--- src/rtl/nac_pkg.sv ---
package nac_pkg;

    typedef enum logic [2:0] {
        ST_IDLE,
        ST_REQ,
        ST_WAIT,
        ST_MERGE,
        ST_CHECK,
        ST_PASS,
        ST_GIVEUP
    } nac_state_e;

    localparam logic [1:0] BUF_PAGE = 2'd0;
    localparam logic [1:0] BUF_NLSB = 2'd1;
    localparam logic [1:0] BUF_NMSB = 2'd2;
    localparam logic [1:0] BUF_RRD  = 2'd3;

    localparam int unsigned NUM_TRIALS = 4;

endpackage

--- src/rtl/nac_level_table.sv ---
module nac_level_table #(
    parameter int unsigned LVL_W = 4
) (
    input  logic             clk_i,
    input  logic             rst_ni,
    input  logic             we_i,
    input  logic [1:0]       widx_i,
    input  logic [LVL_W-1:0] wval_i,
    input  logic [1:0]       ridx_i,
    output logic [LVL_W-1:0] rval_o
);

    logic [LVL_W-1:0] tbl_q [nac_pkg::NUM_TRIALS];

    always_ff @(posedge clk_i or negedge rst_ni) begin
        if (!rst_ni) begin
            for (int i = 0; i < int'(nac_pkg::NUM_TRIALS); i++) begin
                tbl_q[i] <= LVL_W'(i);
            end
        end else if (we_i) begin
            tbl_q[widx_i] <= wval_i;
        end
    end

    assign rval_o = tbl_q[ridx_i];

endmodule

--- src/rtl/nac_page_store.sv ---
module nac_page_store #(
    parameter int unsigned WORD_W = 16,
    parameter int unsigned WORDS  = 4,
    parameter int unsigned AW     = 2
) (
    input  logic              clk_i,
    input  logic              ext_we_i,
    input  logic [1:0]        ext_sel_i,
    input  logic [AW-1:0]     ext_addr_i,
    input  logic [WORD_W-1:0] ext_wdata_i,
    input  logic              mrg_we_i,
    input  logic [AW-1:0]     mrg_addr_i,
    input  logic [WORD_W-1:0] mrg_wdata_i,
    input  logic [AW-1:0]     rd_addr_i,
    output logic [WORD_W-1:0] page_m_o,
    output logic [WORD_W-1:0] nlsb_m_o,
    output logic [WORD_W-1:0] nmsb_m_o,
    output logic [WORD_W-1:0] rrd_m_o,
    output logic [WORD_W-1:0] page_rd_o
);

    logic [WORD_W-1:0] mem_q [4][WORDS];

    always_ff @(posedge clk_i) begin
        for (int b = 0; b < 4; b++) begin
            if (mrg_we_i && b == int'(nac_pkg::BUF_PAGE)) begin
                mem_q[b][mrg_addr_i] <= mrg_wdata_i;
            end else if (ext_we_i && ext_sel_i == 2'(b)) begin
                mem_q[b][ext_addr_i] <= ext_wdata_i;
            end
        end
    end

    assign page_m_o  = mem_q[nac_pkg::BUF_PAGE][mrg_addr_i];
    assign nlsb_m_o  = mem_q[nac_pkg::BUF_NLSB][mrg_addr_i];
    assign nmsb_m_o  = mem_q[nac_pkg::BUF_NMSB][mrg_addr_i];
    assign rrd_m_o   = mem_q[nac_pkg::BUF_RRD][mrg_addr_i];
    assign page_rd_o = mem_q[nac_pkg::BUF_PAGE][rd_addr_i];

endmodule

--- src/rtl/nac_cell_merge.sv ---
module nac_cell_merge #(
    parameter int unsigned WORD_W = 16
) (
    input  logic [1:0]        val_i,
    input  logic [WORD_W-1:0] page_i,
    input  logic [WORD_W-1:0] nlsb_i,
    input  logic [WORD_W-1:0] nmsb_i,
    input  logic [WORD_W-1:0] rrd_i,
    output logic [WORD_W-1:0] merged_o
);

    logic [WORD_W-1:0] hit;

    for (genvar i = 0; i < int'(WORD_W); i++) begin : g_cell
        // per-cell comparator on the neighbor {LSB,MSB} pair
        assign hit[i]      = (nlsb_i[i] == val_i[1]) && (nmsb_i[i] == val_i[0]);
        // pass gate from re-read data into the page word
        assign merged_o[i] = hit[i] ? rrd_i[i] : page_i[i];
    end

endmodule

--- src/rtl/nac_seq_fsm.sv ---
module nac_seq_fsm
    import nac_pkg::*;
#(
    parameter int unsigned WORDS = 4,
    parameter int unsigned AW    = 2
) (
    input  logic          clk_i,
    input  logic          rst_ni,
    input  logic          start_i,
    input  logic          rd_done_i,
    input  logic          ecc_ack_i,
    input  logic          ecc_ok_i,
    output logic          rd_req_o,
    output logic          ecc_req_o,
    output logic          done_o,
    output logic          fail_o,
    output logic          mrg_we_o,
    output logic [AW-1:0] mrg_addr_o,
    output logic [1:0]    cur_val_o
);

    localparam logic [AW-1:0] LAST_WORD = AW'(WORDS - 1);
    localparam logic [1:0]    LAST_TRY  = 2'(NUM_TRIALS - 1);

    nac_state_e    state_q, state_d;
    logic [1:0]    try_q, try_d;
    logic [AW-1:0] wcnt_q, wcnt_d;

    always_ff @(posedge clk_i or negedge rst_ni) begin
        if (!rst_ni) begin
            state_q <= ST_IDLE;
            try_q   <= '0;
            wcnt_q  <= '0;
        end else begin
            state_q <= state_d;
            try_q   <= try_d;
            wcnt_q  <= wcnt_d;
        end
    end

    always_comb begin
        state_d = state_q;
        try_d   = try_q;
        wcnt_d  = wcnt_q;
        unique case (state_q)
            ST_IDLE, ST_PASS, ST_GIVEUP: begin
                if (start_i) begin
                    state_d = ST_REQ;
                    try_d   = '0;
                end
            end
            ST_REQ: state_d = ST_WAIT;
            ST_WAIT: begin
                if (rd_done_i) begin
                    state_d = ST_MERGE;
                    wcnt_d  = '0;
                end
            end
            ST_MERGE: begin
                wcnt_d = wcnt_q + AW'(1);
                if (wcnt_q == LAST_WORD) begin
                    state_d = ST_CHECK;
                end
            end
            ST_CHECK: begin
                if (ecc_ack_i) begin
                    if (ecc_ok_i) begin
                        state_d = ST_PASS;
                    end else if (try_q == LAST_TRY) begin
                        state_d = ST_GIVEUP;
                    end else begin
                        state_d = ST_REQ;
                        try_d   = try_q + 2'd1;
                    end
                end
            end
            default: state_d = ST_IDLE;
        endcase
    end

    always_comb begin
        rd_req_o   = (state_q == ST_REQ);
        ecc_req_o  = (state_q == ST_CHECK);
        done_o     = (state_q == ST_PASS);
        fail_o     = (state_q == ST_GIVEUP);
        mrg_we_o   = (state_q == ST_MERGE);
        mrg_addr_o = wcnt_q;
        cur_val_o  = ~try_q;
    end

endmodule

--- src/rtl/nac_recovery_ctrl.sv ---
module nac_recovery_ctrl #(
    parameter int unsigned PAGE_BITS = 64,
    parameter int unsigned WORD_W    = 16,
    parameter int unsigned LVL_W     = 4,
    localparam int unsigned WORDS    = PAGE_BITS / WORD_W,
    localparam int unsigned AW       = (WORDS > 1) ? $clog2(WORDS) : 1
) (
    input  logic              clk_i,
    input  logic              rst_ni,
    input  logic              start_i,
    input  logic              lvl_we_i,
    input  logic [1:0]        lvl_idx_i,
    input  logic [LVL_W-1:0]  lvl_val_i,
    input  logic              buf_we_i,
    input  logic [1:0]        buf_sel_i,
    input  logic [AW-1:0]     buf_addr_i,
    input  logic [WORD_W-1:0] buf_wdata_i,
    input  logic [AW-1:0]     page_raddr_i,
    output logic [WORD_W-1:0] page_rdata_o,
    output logic              rd_req_o,
    output logic [LVL_W-1:0]  rd_lvl_o,
    input  logic              rd_done_i,
    output logic              ecc_req_o,
    input  logic              ecc_ack_i,
    input  logic              ecc_ok_i,
    output logic              done_o,
    output logic              fail_o
);

    logic              mrg_we;
    logic [AW-1:0]     mrg_addr;
    logic [1:0]        cur_val;
    logic [WORD_W-1:0] page_m, nlsb_m, nmsb_m, rrd_m, merged;

    nac_seq_fsm #(.WORDS(WORDS), .AW(AW)) u_fsm (
        .clk_i      (clk_i),
        .rst_ni     (rst_ni),
        .start_i    (start_i),
        .rd_done_i  (rd_done_i),
        .ecc_ack_i  (ecc_ack_i),
        .ecc_ok_i   (ecc_ok_i),
        .rd_req_o   (rd_req_o),
        .ecc_req_o  (ecc_req_o),
        .done_o     (done_o),
        .fail_o     (fail_o),
        .mrg_we_o   (mrg_we),
        .mrg_addr_o (mrg_addr),
        .cur_val_o  (cur_val)
    );

    nac_level_table #(.LVL_W(LVL_W)) u_lvl (
        .clk_i  (clk_i),
        .rst_ni (rst_ni),
        .we_i   (lvl_we_i),
        .widx_i (lvl_idx_i),
        .wval_i (lvl_val_i),
        .ridx_i (cur_val),
        .rval_o (rd_lvl_o)
    );

    nac_page_store #(.WORD_W(WORD_W), .WORDS(WORDS), .AW(AW)) u_store (
        .clk_i       (clk_i),
        .ext_we_i    (buf_we_i),
        .ext_sel_i   (buf_sel_i),
        .ext_addr_i  (buf_addr_i),
        .ext_wdata_i (buf_wdata_i),
        .mrg_we_i    (mrg_we),
        .mrg_addr_i  (mrg_addr),
        .mrg_wdata_i (merged),
        .rd_addr_i   (page_raddr_i),
        .page_m_o    (page_m),
        .nlsb_m_o    (nlsb_m),
        .nmsb_m_o    (nmsb_m),
        .rrd_m_o     (rrd_m),
        .page_rd_o   (page_rdata_o)
    );

    nac_cell_merge #(.WORD_W(WORD_W)) u_merge (
        .val_i    (cur_val),
        .page_i   (page_m),
        .nlsb_i   (nlsb_m),
        .nmsb_i   (nmsb_m),
        .rrd_i    (rrd_m),
        .merged_o (merged)
    );

endmodule

--- config.mk ---
export PLATFORM = sky130hd
export DESIGN_NAME = nac_recovery_ctrl
export DESIGN_NICKNAME = d
export VERILOG_FILES = /design/src/rtl/nac_pkg.sv /design/src/rtl/nac_level_table.sv /design/src/rtl/nac_page_store.sv /design/src/rtl/nac_cell_merge.sv /design/src/rtl/nac_seq_fsm.sv /design/src/rtl/nac_recovery_ctrl.sv
export SDC_FILE = /design/constraint.sdc
export NUM_CORES = 1
export LEC_CHECK = 0
export BUFFER_PORTS_ARGS = -buffer_cell sky130_fd_sc_hd__buf_2
export CORE_MARGIN = 8
export CORE_UTILIZATION = 55
export CTS_BUF_LIST = sky130_fd_sc_hd__clkbuf_4 sky130_fd_sc_hd__clkbuf_8
export CTS_CLUSTER_SIZE = 16
export DETAILED_ROUTE_END_ITERATION = 16
export PLACE_DENSITY = 0.81
export REMOVE_ABC_BUFFERS = 1
export SKIP_LAST_GASP = 1
export SLEW_MARGIN = 15
export SYNTH_ARGS = -nofsm -noshare
export SYNTH_HDL_FRONTEND = slang
export SYNTH_SLANG_ARGS = --single-unit
export TNS_END_PERCENT = 50
--- constraint.sdc ---
create_clock -name clk_i -period 4.5 [get_ports clk_i]
set_input_delay 0.45 -clock clk_i [delete_from_list [all_inputs] [get_ports clk_i]]
set_output_delay 0.45 -clock clk_i [all_outputs]
set_load 0.05 [all_outputs]
# ---- After elaboration in Yosys (flattened, before gate mapping)
# Memories as Yosys holds them, arrays and structs flattened.
# Cells that the tools add are included.
# W data, S select, Z words.
dict set report totals {
  ff_bits 23
  latch_bits 0
  ram_bits 256
  romBits 0
  input_bits 36
  output_inout_bits 24
  elab_cells 306
  memories 1
}
dict set report classes {
  add_sub_neg 2
  multipliers 0
  div_mod_pow 0
  magnitude_cmp 8
  n_eq_ne 49
  shift 0
  mux 136
  n_bitwise 70
  n_reduce_logical 33
}
# name words word_bits rd rd_clocked_by_memory_dff wr line
set memory_table {}
lappend memory_table {u_store.mem_q 4 64 4 0 2 nac_page_store.sv:22} ;# logic [WORD_W-1:0] mem_q [4][WORDS];
# cell n
set op_table {}
lappend op_table {{$mux W64} 9}
lappend op_table {{$mux W16} 12}
lappend op_table {{$bmux W16 S2} 5}
lappend op_table {{$reduce_or A64 Y1} 2}
lappend op_table {{$mux W1} 86}
lappend op_table {{$demux W16 S2} 2}
lappend op_table {{$or A1 B1 Y1} 64}
lappend op_table {{$eq A1 B1 Y1} 32}
lappend op_table {{$logic_and A1 B1 Y1} 23}
lappend op_table {{$mux W3} 6}
lappend op_table {{$bwmux W16} 1}
lappend op_table {{$ge A3 B3 Y1 const B} 5}
lappend op_table {{$not A2 Y3} 5}
lappend op_table {{$pmux W3 S5} 1}
lappend op_table {{$mux W2} 7}
lappend op_table {{$mux W4} 3}
lappend op_table {{$eq A3 B3 Y1 const B} 3}
lappend op_table {{$lt A3 B1 Y1 const B} 3}
lappend op_table {{$bmux W4 S2} 1}
lappend op_table {{$demux W4 S2} 1}
lappend op_table {{$eq A2 B2 Y1 const B} 4}
lappend op_table {{$ne A2 B2 Y1 const B} 4}
lappend op_table {{$pmux W2 S2} 2}
lappend op_table {{$eq A3 B2 Y1 const B} 2}
lappend op_table {{other kinds (12)} 15}

# ---- Longest topological paths before layout
dict set report logic_depth {
  ltp_word 9
  ltp_mapped 7
  depth_no_buf 5
}

# ---- Hierarchy
# From an unflattened synthesis, not the netlist that was laid out.
dict set report unflattened {
  cells_unflattened 617
  area_unflattened_um2 12482.0
}
# mod instances cells_each area_per_inst_um2 seq_area_each_um2
set by_module_without_submodules {}
lappend by_module_without_submodules {nac_page_store 1 457 10631.4 7687.4}
lappend by_module_without_submodules {nac_level_table 1 40 718.2 405.4}
lappend by_module_without_submodules {nac_cell_merge 1 68 620.6 0.0}
lappend by_module_without_submodules {nac_seq_fsm 1 52 511.7 175.2}

# ---- Worst setup path before layout
# OpenSTA, ideal clock, no wires.
dict set report synth_timing {
  kind {input-to-reg}
  startpoint {in buf_sel_i[0]}
  endpoint {mem u_store.mem_q[0][48] (netlist bit) (enable)}
  setup_time_ns 0.372
  t_arrival_ns 1.906
  required_time_ns 4.128
  setup_slack_ns 2.223
  cell_stages 5
  n_path_buf 2
  cell_sequence {or3b_1 -> or3_1 -> clkbuf_1 -> clkbuf_1 -> nand2_1}
}
# element line
set synth_lines {}
lappend synth_lines {{from (decl)} nac_recovery_ctrl.sv:15} ;# input logic [1:0] buf_sel_i,
lappend synth_lines {{to (decl)} nac_page_store.sv:22}

==> out/metrics.yaml <==
initialDrtViolationCount: 835
post-place-ws_ns: 1.21
rrSetupSlack_ns: 1.16
hpwl_mm: 16.7
min_to: "u_lvl.tbl_q[10]"
critical_path.max_fanout: 33
finalSetupViolations: 0
h-tree-depth: 2
layout-drive-gt1-share_pct: 32.8
fmax_mhz: 299
cts-root-buf: "clkbuf_8"
worstSetupStartpointType: "flip-flop"
antenna_found_initial: 0
yosysSeqAreaShare_pct: 67.3
wl_per_cell_um: 24.5
finalMaxSlewViolations: 0
grt_max_degree: 40
hp-start: "lvl_val_i[2]"
synth-edff-count: 256
yosys_register_bits: 279
synth_top_area_share_pct: 62.6
cts_tree: "done"
grt.overflow.total: 0
r2r-start: "u_fsm.state_q[1]"
fillerInstances: 1554
yosys_warnings: 0
crit_type: "flip-flop to flip-flop"
synth-compound-area-share_pct: 5.42
powerDensity_nw_per_um2: 583
grt_first_pass_wirelength_mm: 41.0
clkTransAtPathRegs_ns: 0.06
drt_drc_violations_left: 0
hold_ws_ns: 0.183
ios: 60
rsz0062_at_grt: "false"
cp.arrival_ns: 3.41
wl_mm: 26.7
synth_top_family_by_area: "multiplexers"
skew_ns: 0.0164
cts_made_buffers: 45
critPathCaptureType: "flip-flop"
ff2ff_path_depth: 3
synthAdderAreaFrac_pct: 0.509
async_reset_ff_share_pct: 8.24
synthMuxAreaShare_pct: 17.0
synthXorXnorAreaFrac_pct: 2.28
p_total_mw: 7.97
first_pass_iters: 6
worst-slew-pin-transition_ns: 1.22
synth_cells: 701
num_vias: 7053
maxSlewHeadroom_pct: 18.8
core_area_um2: 21900
area_growth_pct: 11.4
drv_cap: 0
nets: 822
grt_pass1_vias: 7207
netlist_area_um2: 12300
clock_latency_ns: 0.56
die-area_um2: 27400
setup_tns_ns: 0
avgSynthCellArea_um2: 17.5
grt_usage_pct: 19.9
die_width_um: 165
initial_utilization_pct: 56.1
hp-class: "primary input to flip-flop"
peakVddDrop_uv: 343
routabilityCongestion: 0.806
status: "completed"
finalCritPeriodShare_pct: 74.3
min_delay_path_depth: 2
synth_cell_types: 45
cts_sinks: 279
portBuffers: 59
postCtsSetupRepairBufs: 0
timing.rr.end: "u_store.mem_q[0][13]"
min_period_ns: 3.34
clk_path_buf_depth: 3
synth_top_cells_by_area: "edfxtp_1 (63%), mux4_2 (15%), dfrtp_1 (3.9%)"
synth-simple-area-share_pct: 5.35
ant_nets: 0
setup_slack_ns: 1.16
hold_viol: 0
rows: 54
diodes: 0
p_leak_nw: 4.65
synth_area_leader_cell: "edfxtp_1"
die_h_um: 165
required_ns: 4.56
synth_flop_cell: "edfxtp_1"
drt-vias-per-instance: 6.45
-- kinds of logic after synthesis --
group,Yosys count
mux,102
flops,279
compound gates,94
simple gates,141
xor+xnor,32
buf+inv,48
fa+ha+maj,5
-- layer usage --
metal / vias to the layer above / share of wire [%] / GRT usage, %
met3: 67 / 8.5 / 4.16
met2: 353 / 50 / 33.3
met1: 3623 / 39 / 25.4
li1: 3010 / - / -
met4: 0 / 2.5 / 7.47
met5: - / 0 / 0
-- worst max-delay path by stage --
stage	from	endpoint	depth (start not counted)
4_1_cts	u_fsm.state_q[1]	u_store.mem_q[0][58]	3
6_report	u_fsm.state_q[1]	u_store.mem_q[0][13]	3
3_3_place_gp	u_fsm.state_q[1]	u_store.mem_q[0][39]	3
3_5_place_dp	u_fsm.state_q[1]	u_store.mem_q[0][53]	3
2_1_floorplan	u_fsm.mrg_addr_o[0]	u_store.mem_q[0][44]	4
5_1_grt	u_fsm.state_q[1]	u_store.mem_q[0][1]	3
-- area by class of cell --
class,instances,area (um^2),share of cell area [%]
sequential,279,8270,60.5
inverter,5,18.8,0.137
clock buffer,56,702,5.13
clock inverter,23,135,0.988
timing repair buffer,76,438,3.20
multi-input combinational,374,3760,27.5
tap,280,350,2.56
-- registers in the layout, summed over array words and instances, names as in the netlist --
signal	count
u_store.mem_q	256
u_lvl.tbl_q	16
u_fsm.state_q	3
u_fsm.try_q	2
u_fsm.mrg_addr_o	2
-- layout by cell type, fill, tap and decap left out, drive strengths merged, types with 17 or more instances in the layout --
master	Yosys	layout
clkbuf	20	56
clkinv	0	19
nor2	77	77
dfrtp	19	19
mux4	84	84
mux2	17	17
edfxtp	256	256
a31oi	64	64
nand3	19	19
buf	23	75
-- critical path, cell delays in order (launching register included) --
cell,delay [ns]
dfrtp_1,0.60
and3b_1,0.40
or3_1,0.97
nand2_1,0.87
-- power breakdown --
group          internal (mW)  switching, mW  total, mW
sequential              3.22          0.216       3.43
clock                   1.09          0.965       2.05
combinational           1.15           1.33       2.49
total                   5.46           2.51       7.97
-- through the flow --
step | util, % | area [um^2] | std cells
floorplan | - | 12000 | 658
global placement | 58.6 | 12800 | 1013
detailed placement | 58.6 | 12800 | 1013
CTS | 62.5 | 13700 | 1093
global route | 62.5 | 13700 | 1093
finish | 62.5 | 13700 | 1093
-- synth_stat cells (all sizes together) (3+ instances only) --
library cell and n:
clkbuf 20, nor2 77, buf 23, nand3b 6
nand2b 3, mux2 17, mux4 84, ha 5
nor3b 7, a31oi 64, dfrtp 19, a21bo 16
xnor2 16, edfxtp 256, nand2 12, nand3 19
nor2b 4, xor2 16, dfstp 4, o21ai 4
nor3 3, or3 4, inv 5
-- timing repair --
action | in CTS | in global routing
gates resized for setup | 0 | 0
hold buffers | 1 | 0
hold endpoints to repair | 19 | 0
(Power assumes the default switching activity.)
